**config.mk**
```make
export PLATFORM = sky130hd
export DESIGN_NAME = flood_reach_top
export DESIGN_NICKNAME = d
export VERILOG_FILES = /design/src/rtl/flood_pkg.sv /design/src/rtl/flood_adj.sv /design/src/rtl/flood_cell.sv /design/src/rtl/flood_reach_top.sv
export SDC_FILE = /design/constraint.sdc
export NUM_CORES = 1
export LEC_CHECK = 0
export ABC_AREA = 1
export BUFFER_PORTS_ARGS = -buffer_cell sky130_fd_sc_hd__buf_2
export CAP_MARGIN = 0
export CORE_MARGIN = 2
export CORE_UTILIZATION = 46
export DETAILED_ROUTE_END_ITERATION = 12
export PLACE_DENSITY = 0.65
export SYNTH_ARGS = -nofsm -noshare
export SYNTH_HDL_FRONTEND = slang
export SYNTH_SLANG_ARGS = --single-unit
```
**constraint.sdc**
```tcl
create_clock -name clk -period 3.3 [get_ports clk]
set_input_delay 0.165 -clock clk [delete_from_list [all_inputs] [get_ports clk]]
set_output_delay 0.165 -clock clk [all_outputs]
set_load 0.005 [all_outputs]
```
**src/rtl/flood_pkg.sv**
```systemverilog
package flood_pkg;
    typedef enum logic [1:0] {
        FL_IDLE = 2'd0,
        FL_RUN  = 2'd1,
        FL_DONE = 2'd2,
        FL_BAD  = 2'd3
    } flood_st_e;
endpackage

```
**src/rtl/flood_adj.sv**
```systemverilog
// Expands the edge list into one in-neighbour mask per vertex.
// Bit dst*N_VERT+src is set when an edge carries state from src into dst.
module flood_adj #(
    parameter int N_VERT   = 12,
    parameter int N_EDGE   = 12,
    parameter int FIELD_W  = 4,
    parameter bit DIRECTED = 1'b0,
    parameter logic [2*FIELD_W*N_EDGE-1:0] EDGE_LIST = '0
) (
    output logic [N_VERT*N_VERT-1:0] in_mask_o
);
    localparam int ENT_W = 2 * FIELD_W;

    function automatic bit edge_hit(input int dst, input int src);
        bit hit;
        hit = 1'b0;
        for (int k = 0; k < N_EDGE; k++) begin
            int s;
            int d;
            s = int'(EDGE_LIST[k*ENT_W+FIELD_W +: FIELD_W]);
            d = int'(EDGE_LIST[k*ENT_W +: FIELD_W]);
            if (s == src && d == dst) hit = 1'b1;
            if (!DIRECTED && s == dst && d == src) hit = 1'b1;
        end
        return hit;
    endfunction

    for (genvar gd = 0; gd < N_VERT; gd++) begin : g_dst
        for (genvar gs = 0; gs < N_VERT; gs++) begin : g_src
            localparam bit HIT = edge_hit(gd, gs);
            assign in_mask_o[gd*N_VERT+gs] = HIT;
        end
    end
endmodule

```
**src/rtl/flood_cell.sv**
```systemverilog
// Next reached value of one vertex: hold own flag, OR in all in-neighbours.
module flood_cell #(
    parameter int N_VERT = 12,
    parameter int IDX    = 0
) (
    input  logic [N_VERT-1:0] vis_i,
    input  logic [N_VERT-1:0] in_mask_i,
    output logic              nxt_o
);
    assign nxt_o = vis_i[IDX] | (|(vis_i & in_mask_i));
endmodule

```
**src/rtl/flood_reach_top.sv**
```systemverilog
module flood_reach_top
    import flood_pkg::*;
#(
    parameter int N_VERT   = 12,
    parameter int N_EDGE   = 12,
    parameter int FIELD_W  = 4,
    parameter bit DIRECTED = 1'b0,
    parameter logic [2*FIELD_W*N_EDGE-1:0] EDGE_LIST = {
        8'h01, 8'h12, 8'h23, 8'h04, 8'h45, 8'h53,
        8'h36, 8'h67, 8'h18, 8'h89, 8'h9A, 8'hAB
    },
    localparam int IDX_W   = (N_VERT > 1) ? $clog2(N_VERT) : 1,
    localparam int DEPTH_W = $clog2(N_VERT + 1)
) (
    input  logic               clk,
    input  logic               clr,
    input  logic               start,
    input  logic [IDX_W-1:0]   root_idx,
    output logic [N_VERT-1:0]  visited,
    output logic               done,
    output logic [DEPTH_W-1:0] depth,
    output logic               root_err
);
    typedef struct packed {
        flood_st_e          st;
        logic [N_VERT-1:0]  vis;
        logic [DEPTH_W-1:0] depth;
    } fl_state_t;

    fl_state_t state_d, state_q;

    logic [N_VERT*N_VERT-1:0] in_mask;
    logic [N_VERT-1:0]        grow_vis;
    logic [N_VERT-1:0]        seed_vec;
    logic                     root_ok;

    flood_adj #(
        .N_VERT   (N_VERT),
        .N_EDGE   (N_EDGE),
        .FIELD_W  (FIELD_W),
        .DIRECTED (DIRECTED),
        .EDGE_LIST(EDGE_LIST)
    ) u_adj (
        .in_mask_o(in_mask)
    );

    for (genvar gv = 0; gv < N_VERT; gv++) begin : g_cell
        flood_cell #(
            .N_VERT(N_VERT),
            .IDX   (gv)
        ) u_cell (
            .vis_i    (state_q.vis),
            .in_mask_i(in_mask[gv*N_VERT +: N_VERT]),
            .nxt_o    (grow_vis[gv])
        );
    end

    always_comb begin
        seed_vec    = '0;
        seed_vec[0] = 1'b1;
        seed_vec    = seed_vec << root_idx;
        root_ok     = (int'(root_idx) < N_VERT);

        state_d = state_q;
        case (state_q.st)
            FL_IDLE: begin
                if (start) begin
                    if (root_ok) begin
                        state_d.vis   = seed_vec;
                        state_d.depth = '0;
                        state_d.st    = (&seed_vec) ? FL_DONE : FL_RUN;
                    end else begin
                        state_d.st = FL_BAD;
                    end
                end
            end
            FL_RUN: begin
                if (grow_vis != state_q.vis) begin
                    state_d.vis   = grow_vis;
                    state_d.depth = state_q.depth + 1'b1;
                    if (&grow_vis) state_d.st = FL_DONE;
                end else begin
                    state_d.st = FL_DONE;
                end
            end
            default: state_d = state_q;
        endcase
    end

    always_ff @(posedge clk) begin
        if (clr) begin
            state_q <= '{st: FL_IDLE, vis: '0, depth: '0};
        end else begin
            state_q <= state_d;
        end
    end

    assign visited  = state_q.vis;
    assign depth    = state_q.depth;
    assign done     = (state_q.st == FL_DONE);
    assign root_err = (state_q.st == FL_BAD);
endmodule

```
==> flow_metrics.py <==
metrics = {
    "die": {
        "die_area_um2": 3190,
        "core_area_um2": 2690,
        "num_rows": 19,
        "die_x_um": 56.5,
        "num_io_pins": 25,
        "start_util": 0.472,
        "die_y_um": 56.5,
    },
    "hold_path": {
        "hold_start": "clr",
        "hold_path.class": "in2reg",
    },
    "finish": {
        "nets": 218,
        "num-fill-cells": 299,
        "final_cells": 240,
        "diodes": 0,
        "final_cell_area_um2": 1310,
        "drive_gt1_frac": 0.177,
        "syn2layout_area_growth_pct": 3.46,
    },
    "cts": {
        "cts-root-buf": "clkbuf_4",
        "cts_setup_buffers": 0,
        "cts_resized": 0,
        "cts.path.max_buffers": 2,
        "numCtsBuffers": 3,
        "cts-htree-levels": 1,
        "ctsHoldBuffers": 0,
        "tritoncts": "yes",
        "clk_latency_ps": 300,
        "clk_pin_slew_ps": 110,
        "cts.sinks": 18,
    },
    "place": {
        "hpwl_um": 2160,
        "gp_congestion": 0.884,
        "placedCellCount": 236,
        "dpl-instance-area_um2": 1270,
        "portBuffers": 24,
    },
    "timing": {
        "setup_viol": 0,
        "drv_slew": 0,
        "max_freq_mhz": 619,
        "setup_tns_ps": 0,
        "rsz0062_at_grt": "false",
        "finalCriticalPeriod_ps": 1620,
        "hold_viol": 0,
        "fin_crit_sh": 0.490,
        "worstMarginPinSlew_ps": 376,
        "finClkSkew_ps": 10.2,
        "max_slew_margin": 0.748,
        "holdWs_ps": 83.3,
    },
    "power_and_ir_drop": {
        "power_leakage_nw": 0.675,
        "irDropWorstVdd_v": 0.000268,
        "power_mw": 0.644,
        "power-per-cell-area_nw_per_um2": 491,
    },
    "setup_path": {
        "critical_path.max_stage_delay_ps": 360,
        "worst_ep_arrival_time_ps": 1810,
        "crit_slowest_cell": "dfxtp_1",
        "cp-startpoint": "state_q[17]$_SDFFE_PP0P_",
        "cp_top_family": "simple AND/OR/NAND/NOR gates",
        "path_max_fanout": 17,
        "crit_path_end_kind": "flop",
        "r2r-start": "state_q[17]$_SDFFE_PP0P_",
        "cp.required_ps": 3490,
        "path_buf_inv": 3,
        "crit_path_cell_trace": "inv_2 > nand2_2 > clkinv_2 > nand3_2 > nor2_4 > nand2_4 > nand2_4 > inv_4 > nand2_1 > nand2_1 > nor2_1",
        "cp-start-kind": "flop",
        "critical_path_class": "reg2reg",
    },
    "job": {
        "cap_violations": 0,
    },
    "run_status": {
        "status": "completed",
    },
    "detailed_routing": {
        "ant_nets": 0,
        "vias": 1253,
        "avgViaCountPerCell": 5.22,
        "drtIter0Drc": 37,
        "drc_errors": 0,
        "drt_wl_total_um": 2850,
        "post_drt_wl_per_cell_um": 11.9,
        "drtPass1Iterations": 4,
    },
    "yosys": {
        "syn_avg_cell_area_um2": 6.31,
        "yosysUniqueCellTypes": 27,
        "synthCells": 201,
        "ys_ff_latch": 18,
        "yosys.area.top_type": "dfxtp_1",
        "mappedNetlistArea_um2": 1270,
        "synth_top_area_frac": 0.284,
        "yosysWarnings": 0,
        "synth_fp_nets": 209,
        "synth_area_leaders": "dfxtp_1, nor2_1, nand2_1, buf_4, inv_1",
        "synth_seq_area_share": 0.284,
    },
    "global_routing": {
        "grt_overflow": 0,
        "grt_max_degree": 18,
        "antenna_found_initial": 0,
        "grtUsageTotal": 0.181,
        "grt_pass1_wl_um": 4720,
        "grt_pass1_vias": 1080,
    },
}
## cell usage after synthesis (all sizes together)
master   n
nor3     4
dfxtp   18
ha       1
a22o     6
nand3   10
o21ai   13
clkinv   1
a21oi    8
a22oi    1
nand2   46
clkbuf   1
o31ai    1
nor2    46
a31oi    1
buf     19
inv     20
xor2     2
nand4    3
## per-layer routing
layer  vias up  track usage  part of all wire
met4         0       0.0714             0.016
li1        645            -                 -
met2        40        0.286              0.46
met3         6       0.0230             0.058
met1       562        0.249              0.47
met5         -            0                 0
## placed cells by master, fill, tap and decap left out, drive strengths merged
cell,instances
nor3,4
dfxtp,18
inv,20
a21oi,8
clkbuf,4
nand3,10
a31oi,1
xor2,2
o31ai,1
clkinv,1
nor2,46
buf,24
nand4,3
ha,1
nand2,46
a22oi,1
a22o,6
o21ai,13
## worst reg2reg max path: stages (launching register included)
cell      delay (ps)
dfxtp_1          360
inv_2             70
nand2_2          120
clkinv_2         200
nand3_2          150
nor2_4            40
nand2_4          110
nand2_4          110
inv_4            180
nand2_1           70
nand2_1           60
nor2_1            40
## stage by stage
stage / utilization / setup WS (ps)
3_5_place_dp: 0.475 / 1700
2_1_floorplan: - / 1980
4_1_cts: 0.488 / 1670
6_report: 0.488 / 1680
5_1_grt: 0.488 / 1510
3_3_place_gp: 0.475 / 1790
## final timing paths
| kind | cells after the start | endpoint | slack, ps |
|---|---|---|---|
| max | 11 | depth[0]$_SDFFE_PP0P_ | 1680 |
| min | 2 | state_q[17]$_SDFFE_PP0P_ | 80 |
| max reg2reg | 11 | depth[0]$_SDFFE_PP0P_ | 1680 |
| min reg2reg | 2 | depth[3]$_SDFFE_PP0P_ | 510 |
## cells by family after synthesis
logic type      share of synthesized area
simple gates                        0.366
buf+inv                             0.185
compound gates                      0.141
flops                               0.284
xor+xnor                           0.0138
fa+ha+maj                         0.00987
## area by class of cell
| cell class | count | area, µm² | area share |
|---|---|---|---|
| Clock buffer | 4 | 36.3 | 0.0277 |
| Inverter | 21 | 82.6 | 0.0630 |
| Multi-Input combinational cell | 142 | 673 | 0.513 |
| Sequential cell | 18 | 360 | 0.275 |
| Tap cell | 31 | 38.8 | 0.0296 |
| Timing Repair Buffer | 24 | 120 | 0.0916 |
## power breakdown
group / leakage [nW] / switching [mW] / internal [mW]
Clock: 0.0210 / 0.0717 / 0.0672
Sequential: 0.148 / 0.0321 / 0.243
Combinational: 0.506 / 0.147 / 0.0833
Total: 0.675 / 0.250 / 0.393
## state kept, by name (all words and copies together) (netlist names)
register and cells:
visited 12, depth 4, state_q 2
(Power assumes the default switching activity.)
